**src/rtl/i2cw_pkg.sv**
```systemverilog
package i2cw_pkg;

  typedef enum logic [3:0] {
    ST_IDLE,
    ST_PRE,    // settle before the first STOP
    ST_SPA,    // STOP: data pulled low
    ST_SPB,    // STOP: clock released
    ST_SPC,    // STOP: data released
    ST_GAP,    // settle after the first STOP
    ST_T1A,    // pattern 1: clock pulled low
    ST_T1B,    // pattern 1: data released, then compare
    ST_HOLD,   // settle between patterns
    ST_T2A,    // pattern 2: clock released
    ST_T2B,    // pattern 2: data pulled low, then compare
    ST_POST,   // settle before the parking STOP
    ST_NEXT    // release lines and pick the next bus
  } scan_st_t;

  // Dwell time of each state in time units.
  function automatic int unsigned st_units(scan_st_t s);
    case (s)
      ST_PRE, ST_SPC, ST_GAP: return 6;
      ST_SPB:                 return 9;
      ST_SPA, ST_T1A, ST_T1B, ST_HOLD,
      ST_T2A, ST_T2B, ST_POST: return 3;
      default:                return 1;
    endcase
  endfunction

endpackage

```
**src/rtl/i2cw_sync.sv**
```systemverilog
module i2cw_sync #(
  parameter int WIDTH  = 2,
  parameter int STAGES = 2
) (
  input  logic             clk,
  input  logic             rst_n,
  input  logic [WIDTH-1:0] d_in,
  output logic [WIDTH-1:0] q_out
);
  logic [WIDTH-1:0] stg [STAGES];

  // Released bus lines idle high, so the chain resets to 1.
  always_ff @(posedge clk or negedge rst_n) begin
    if (!rst_n) begin
      for (int k = 0; k < STAGES; k++) stg[k] <= '1;
    end else begin
      stg[0] <= d_in;
      for (int k = 1; k < STAGES; k++) stg[k] <= stg[k-1];
    end
  end

  assign q_out = stg[STAGES-1];
endmodule

```
**src/rtl/i2cw_timer.sv**
```systemverilog
module i2cw_timer #(
  parameter int W = 8
) (
  input  logic         clk,
  input  logic         rst_n,
  input  logic         load,
  input  logic [W-1:0] load_val,
  output logic         expired
);
  logic [W-1:0] cnt_q, cnt_d;

  always_comb begin
    cnt_d = cnt_q;
    if (load)               cnt_d = load_val;
    else if (cnt_q != '0)   cnt_d = cnt_q - W'(1);
  end

  always_ff @(posedge clk or negedge rst_n) begin
    if (!rst_n) cnt_q <= '0;
    else        cnt_q <= cnt_d;
  end

  assign expired = (cnt_q == '0);
endmodule

```
**src/rtl/i2cw_seq.sv**
```systemverilog
module i2cw_seq
  import i2cw_pkg::*;
#(
  parameter int NUM_BUS  = 3,
  parameter int UNIT_CYC = 125
) (
  input  logic                       clk,
  input  logic                       rst_n,
  input  logic                       start,
  input  logic                       three_bus,
  input  logic [NUM_BUS-1:0]         scl_s,
  input  logic [NUM_BUS-1:0]         sda_s,
  output logic [$clog2(NUM_BUS)-1:0] bus_idx,
  output logic                       scl_drv,
  output logic                       sda_drv,
  output logic [NUM_BUS-1:0]         bus_ok,
  output logic                       any_ok,
  output logic                       done,
  output logic                       all_bus
);
  localparam int IW = $clog2(NUM_BUS);
  localparam int TW = $clog2(9 * UNIT_CYC + 1);

  scan_st_t           st_q, st_d;
  logic [IW-1:0]      idx_q, idx_d, last_idx;
  logic               scl_q, scl_d, sda_q, sda_d;
  logic               fin_q, fin_d;
  logic [NUM_BUS-1:0] ok_q, ok_d;
  logic               any_q, any_d, done_q, done_d, all_q, all_d;
  logic               adv, expired, scl_hi, sda_hi;
  logic [TW-1:0]      load_val;

  i2cw_timer #(.W(TW)) u_timer (
    .clk      (clk),
    .rst_n    (rst_n),
    .load     (adv),
    .load_val (load_val),
    .expired  (expired)
  );

  assign load_val = TW'(st_units(st_d) * UNIT_CYC - 1);
  assign last_idx = all_q ? IW'(NUM_BUS - 1) : IW'(NUM_BUS - 2);
  assign scl_hi   = scl_s[idx_q];
  assign sda_hi   = sda_s[idx_q];

  always_comb begin
    st_d   = st_q;
    idx_d  = idx_q;
    scl_d  = scl_q;
    sda_d  = sda_q;
    fin_d  = fin_q;
    ok_d   = ok_q;
    any_d  = any_q;
    done_d = done_q;
    all_d  = all_q;
    adv    = 1'b0;
    case (st_q)
      ST_IDLE: begin
        if (start) begin
          st_d   = ST_PRE;
          idx_d  = '0;
          ok_d   = '0;
          any_d  = 1'b0;
          done_d = 1'b0;
          all_d  = three_bus;
          fin_d  = 1'b0;
          adv    = 1'b1;
        end
      end
      ST_NEXT: begin
        scl_d = 1'b0;
        sda_d = 1'b0;
        if (idx_q == last_idx) begin
          st_d   = ST_IDLE;
          done_d = 1'b1;
        end else begin
          idx_d = idx_q + IW'(1);
          fin_d = 1'b0;
          st_d  = ST_PRE;
          adv   = 1'b1;
        end
      end
      default: begin
        if (expired) begin
          adv = 1'b1;
          case (st_q)
            ST_PRE:  st_d = ST_SPA;
            ST_SPA:  st_d = ST_SPB;
            ST_SPB:  st_d = ST_SPC;
            ST_SPC:  st_d = fin_q ? ST_NEXT : ST_GAP;
            ST_GAP:  st_d = ST_T1A;
            ST_T1A:  st_d = ST_T1B;
            ST_T1B:  st_d = (!scl_hi && sda_hi) ? ST_HOLD : ST_NEXT;
            ST_HOLD: st_d = ST_T2A;
            ST_T2A:  st_d = ST_T2B;
            ST_T2B: begin
              if (scl_hi && !sda_hi) begin
                ok_d[idx_q] = 1'b1;
                any_d       = 1'b1;
                st_d        = ST_POST;
              end else begin
                st_d = ST_NEXT;
              end
            end
            ST_POST: begin
              st_d  = ST_SPA;
              fin_d = 1'b1;
            end
            default: st_d = ST_NEXT;
          endcase
          // line action on entry to the new state
          case (st_d)
            ST_SPA: sda_d = 1'b1;
            ST_SPB: scl_d = 1'b0;
            ST_SPC: sda_d = 1'b0;
            ST_T1A: scl_d = 1'b1;
            ST_T1B: sda_d = 1'b0;
            ST_T2A: scl_d = 1'b0;
            ST_T2B: sda_d = 1'b1;
            default: ;
          endcase
        end
      end
    endcase
  end

  always_ff @(posedge clk or negedge rst_n) begin
    if (!rst_n) begin
      st_q   <= ST_IDLE;
      idx_q  <= '0;
      scl_q  <= 1'b0;
      sda_q  <= 1'b0;
      fin_q  <= 1'b0;
      ok_q   <= '0;
      any_q  <= 1'b0;
      done_q <= 1'b0;
      all_q  <= 1'b0;
    end else begin
      st_q   <= st_d;
      idx_q  <= idx_d;
      scl_q  <= scl_d;
      sda_q  <= sda_d;
      fin_q  <= fin_d;
      ok_q   <= ok_d;
      any_q  <= any_d;
      done_q <= done_d;
      all_q  <= all_d;
    end
  end

  assign bus_idx = idx_q;
  assign scl_drv = scl_q;
  assign sda_drv = sda_q;
  assign bus_ok  = ok_q;
  assign any_ok  = any_q;
  assign done    = done_q;
  assign all_bus = all_q;
endmodule

```
**src/rtl/i2c_wiring_scan.sv**
```systemverilog
module i2c_wiring_scan #(
  parameter int NUM_BUS     = 3,
  parameter int UNIT_CYC    = 125,
  parameter int SYNC_STAGES = 2
) (
  input  logic               clk,
  input  logic               rst_n,
  input  logic               start,
  input  logic               three_bus,
  input  logic [NUM_BUS-1:0] scl_in,
  input  logic [NUM_BUS-1:0] sda_in,
  output logic [NUM_BUS-1:0] scl_pull,
  output logic [NUM_BUS-1:0] sda_pull,
  output logic [NUM_BUS-1:0] bus_ok,
  output logic               any_ok,
  output logic               done
);
  localparam int IW = $clog2(NUM_BUS);

  logic [1:0]           rst_pipe;
  logic                 rst_i;
  logic [2*NUM_BUS-1:0] lines_s;
  logic [IW-1:0]        bus_idx;
  logic                 scl_drv, sda_drv, all_bus;

  // asynchronous assertion, synchronous release
  always_ff @(posedge clk or negedge rst_n) begin
    if (!rst_n) rst_pipe <= 2'b00;
    else        rst_pipe <= {rst_pipe[0], 1'b1};
  end
  assign rst_i = rst_pipe[1];

  i2cw_sync #(.WIDTH(2 * NUM_BUS), .STAGES(SYNC_STAGES)) u_sync (
    .clk   (clk),
    .rst_n (rst_i),
    .d_in  ({sda_in, scl_in}),
    .q_out (lines_s)
  );

  i2cw_seq #(.NUM_BUS(NUM_BUS), .UNIT_CYC(UNIT_CYC)) u_seq (
    .clk       (clk),
    .rst_n     (rst_i),
    .start     (start),
    .three_bus (three_bus),
    .scl_s     (lines_s[NUM_BUS-1:0]),
    .sda_s     (lines_s[2*NUM_BUS-1:NUM_BUS]),
    .bus_idx   (bus_idx),
    .scl_drv   (scl_drv),
    .sda_drv   (sda_drv),
    .bus_ok    (bus_ok),
    .any_ok    (any_ok),
    .done      (done),
    .all_bus   (all_bus)
  );

  // route the shared drive pair to the bus under test only
  for (genvar g = 0; g < NUM_BUS; g++) begin : g_route
    assign scl_pull[g] = scl_drv && (bus_idx == IW'(g));
    assign sda_pull[g] = sda_drv && (bus_idx == IW'(g));
  end
endmodule

```
**config.mk**
```make
export PLATFORM = sky130hd
export DESIGN_NAME = i2c_wiring_scan
export DESIGN_NICKNAME = d
export VERILOG_FILES = /design/src/rtl/i2cw_pkg.sv /design/src/rtl/i2cw_sync.sv /design/src/rtl/i2cw_timer.sv /design/src/rtl/i2cw_seq.sv /design/src/rtl/i2c_wiring_scan.sv
export SDC_FILE = /design/constraint.sdc
export NUM_CORES = 1
export LEC_CHECK = 0
export BUFFER_PORTS_ARGS = -buffer_cell sky130_fd_sc_hd__buf_2
export CORE_ASPECT_RATIO = 0.7
export CORE_UTILIZATION = 45
export DETAILED_ROUTE_END_ITERATION = 10
export PLACE_DENSITY = 0.68
export RECOVER_POWER = 25
export SLEW_MARGIN = 20
export SYNTH_ARGS = -nofsm -noshare
export SYNTH_HDL_FRONTEND = slang
export SYNTH_SLANG_ARGS = --single-unit
```
**constraint.sdc**
```tcl
create_clock -name clk -period 1.98 [get_ports clk]
set_input_delay 0.198 -clock clk [delete_from_list [all_inputs] [get_ports clk]]
set_output_delay 0.198 -clock clk [all_outputs]
set_load 0.02 [all_outputs]
```
==> results.toml <==
[sta]
fmax_mhz = 205
tightest_slew_ps = 597
final_max_slew_viol_count = 0
hold_viol_final = 0
skew_ps = 13.7
final-setup-viol-count = 22
slew_headroom = 0.602
period_needed_ps = 4890
setup_tns_ps = -25950
rsz0062_at_grt = "yes"
finalWorstSetupSlack_ps = -2910
fin_crit_sh = 2.47

[logic_synthesis]
synth_top_area_cell = "dfrtp_1"
syn-mean-instance-area_um2 = 9.68
syn-cell-area_um2 = 2940
synth-edff-count = 0
synthesis.nets = 349
yosys_warnings = 0
ys_seq_elements = 40
yosys.area.top_type_share = 0.238
syn_inst = 304
yosysSeqAreaShare = 0.345
synth_area_leaders = "dfrtp_1 (24%), ha_1 (14%), dfstp_2 (11%)"
synth.distinct_cells = 70
ys.flop_type = "dfrtp_1"
synthArstFlopShare = 1.00

[detailed_routing]
routedLengthMet1_mm = 4.41
drt-total-wl_mm = 9.31
drt-pass1-iter-count = 4
wl_met2_mm = 4.28
routedWlPerCell_um = 17.8
dr.max_layer_used = "met4"
postRouteAntennaNets = 0
vias = 2828
viasPerCell = 5.42
wl_met3_um = 416
drc = 0
drt_iter0_drc = 101

[clock_tree]
clockBufferDepth = 2
cts-root-buf = "clkbuf_8"
cts_buffers = 5
clkTransAtPathRegs_ps = 90
cts_tree = "done"
htree_levels = 2
insertion_delay_ps = 300
clock-sinks = 40

[run_status]
violations = "setup timing"
outcome = "finished with violations"

[placed_design]
gp_congestion = 0.938
dpl_cell_area_um2 = 4080
dp_hpwl_mm = 6.59
port_buffers = 20

[power]
total_power_mw = 1.56
p_per_area_nw_per_um2 = 336
p_leak_nw = 2.17
ir_drop_uv = 468

[worst_setup_path]
startpoint_type = "flip-flop"
worstPathRequired_ps = 2180
slowest_stage = "or4_4"
max_stage_delay_ps = 420
crit_path_cell_trace = "inv_2, ha_4, or3b_4, or2_4, or4_4, a21oi_2, nand3_2, a21boi_4, ha_4, nor2_2, a211o_2, fa_2, ha_4, a21o_1, ha_4, ha_4, or2_4, and3_4, a221oi_4, xor2_1, o21ai_1"
crit_fanout = 4
cp_common_cell = "ha_4"
end_kind = "flip-flop"
crit_arrival_ps = 5080
critical_path_class = "flip-flop to flip-flop"

[floorplan]
rows = 24
dieArea_um2 = 6880
core_um2 = 6280
die_w_um = 98.7
io_pins = 21
initial_core_util = 0.469
die_h_um = 69.7

[global_route]
grt_max_degree = 27
antenna_found_initial = 0
overflow = 0
grt_pass1_wl_mm = 13.9
track_usage = 0.263
grt_pass1_vias = 2710

[finish]
drive_gt1_frac = 0.525
fin_nets = 488
area_growth_pct = 57.6
n_fill_cell = 404
antenna_cells = 0
fin_area_um2 = 4640

[worst_hold_path]
hp-class = "primary input to flip-flop"

[job]
maxCapViolCount = 0
where the power goes:
group / internal, mW / switching, mW
clock network: 0.331 / 0.339
registers: 0.841 / 0.0113
logic: 0.0221 / 0.0179
total: 1.19 / 0.368
what timing repair did:
| item | CTS | global route |
|---|---|---|
| gates cloned | 0 | 0 |
| hold buffers | 6 | 1 |
| resized for setup | 37 | 27 |
| endpoints found under the hold margin | 7 | 1 |
| endpoints found under the setup margin | 22 | 23 |
| buffers inserted | 5 | 9 |
| pin swaps | 24 | 19 |
cell type report:
cell class                 instances  area (µm²)  area share
clock buffer                       6        93.8      0.0202
clock inverter                     2        15.0     0.00324
inverter                          17        66.3      0.0143
multi-input combinational        236        2210       0.477
sequential                        40        1020       0.219
tap                               78        97.6      0.0210
timing repair buffer             143        1140       0.245
routing by layer:
metal | track usage | up-vias
li1 | - | 1348
met1 | 0.393 | 1367
met2 | 0.404 | 90
met3 | 0.0464 | 23
met4 | 0.0381 | 0
met5 | 0 | -
synthesized netlist by cell type, types with 3 or more instances:
| master | number |
|---|---|
| nand2_1 | 28 |
| a21o_1 | 3 |
| nand2b_1 | 3 |
| nor2_1 | 23 |
| buf_2 | 4 |
| clkbuf_1 | 5 |
| mux2i_1 | 3 |
| dfstp_2 | 12 |
| a211oi_1 | 3 |
| nor2b_1 | 4 |
| o21a_1 | 3 |
| inv_1 | 17 |
| dfrtp_1 | 28 |
| nor4_1 | 3 |
| and2_1 | 7 |
| or3_1 | 4 |
| a21oi_1 | 10 |
| nand3_1 | 6 |
| xor2_1 | 12 |
| xnor2_1 | 7 |
| nor3_1 | 6 |
| o21ai_0 | 15 |
| ha_1 | 34 |
| or2_2 | 4 |
| a22o_1 | 5 |
path summary, 6_finish.rpt:
path                                                     from                                 end  slack (ps)  cells past startpoint
setup / recovery           u_seq.u_timer.cnt_q[0]$_DFFE_PN0P_  u_seq.u_timer.cnt_q[9]$_DFFE_PN0P_       -2910                     21
hold / removal                                      three_bus           u_seq.all_bus$_DFFE_PN0P_         130                      2
setup reg to reg           u_seq.u_timer.cnt_q[0]$_DFFE_PN0P_  u_seq.u_timer.cnt_q[9]$_DFFE_PN0P_       -2910                     21
hold reg to reg                         rst_pipe[1]$_DFF_PN0_  u_seq.u_timer.cnt_q[2]$_DFFE_PN0P_         230                      0
max in group asynchronous               rst_pipe[1]$_DFF_PN0_           u_sync.q_out[5]$_DFF_PN1_        1110                      1
min in group asynchronous                               rst_n               rst_pipe[0]$_DFF_PN0_         220                      2
layout by cell type, fill, tap and decap left out, drive strengths merged, types with 3 or more instances in the layout:
cell	count
and2	7
dfrtp	28
nor4	4
a22o	5
a211oi	3
nand2b	3
ha	34
or3	6
a21o	3
inv	19
nor2	24
mux2i	4
nor3	6
o21ai	16
nand3	7
dfstp	12
buf	134
xnor2	7
clkbuf	8
xor2	12
dlygate4sd3	7
a21oi	12
o21a	3
mux2	3
nor2b	4
nand2	30
or2	5
sequential cells by signal (all words and copies together), names as in the netlist, 2 cells and up:
register             flops
u_seq.u_timer.cnt_q     11
u_sync.q_out             6
u_sync.stg               6
u_seq.st_q               4
u_seq.bus_ok             3
rst_pipe                 2
u_seq.bus_idx            2
worst max-delay path, delay by kind of cell (launching register included):
family,cells,cell delay [ps]
simple gates,7,1620
fa+ha+maj,6,1310
compound gates,6,1180
flops,1,410
xor+xnor,1,170
buf+inv,1,80
cells by family (layout without fill, tap and decap cells):
| group | Yosys count | in the layout | share of synthesized area |
|---|---|---|---|
| DFF | 40 | 40 | 0.345 |
| and+or+nand+nor | 110 | 110 | 0.201 |
| muxes | 7 | 7 | 0.0306 |
| adders and majority gates | 35 | 35 | 0.151 |
| buffers and inverters | 28 | 168 | 0.0425 |
| xor gates and xnor gates | 19 | 19 | 0.0565 |
| AOI/OAI and AO/OA | 64 | 64 | 0.171 |
| other | 1 | 1 | 0.00127 |
metrics by stage:
stage / util / instances / worst slack (ps) / hold WS (ps)
after floorplan: - / 304 / -2800 / -97.6
after global placement: 0.651 / 493 / -2800 / -16.5
after detailed placement: 0.651 / 493 / -2920 / -14.5
after CTS: 0.710 / 512 / -2850 / 2.01
after global routing: 0.739 / 522 / -3050 / 124
final: 0.739 / 522 / -2910 / 134
Note: power is estimated with default switching activity, not from simulation.
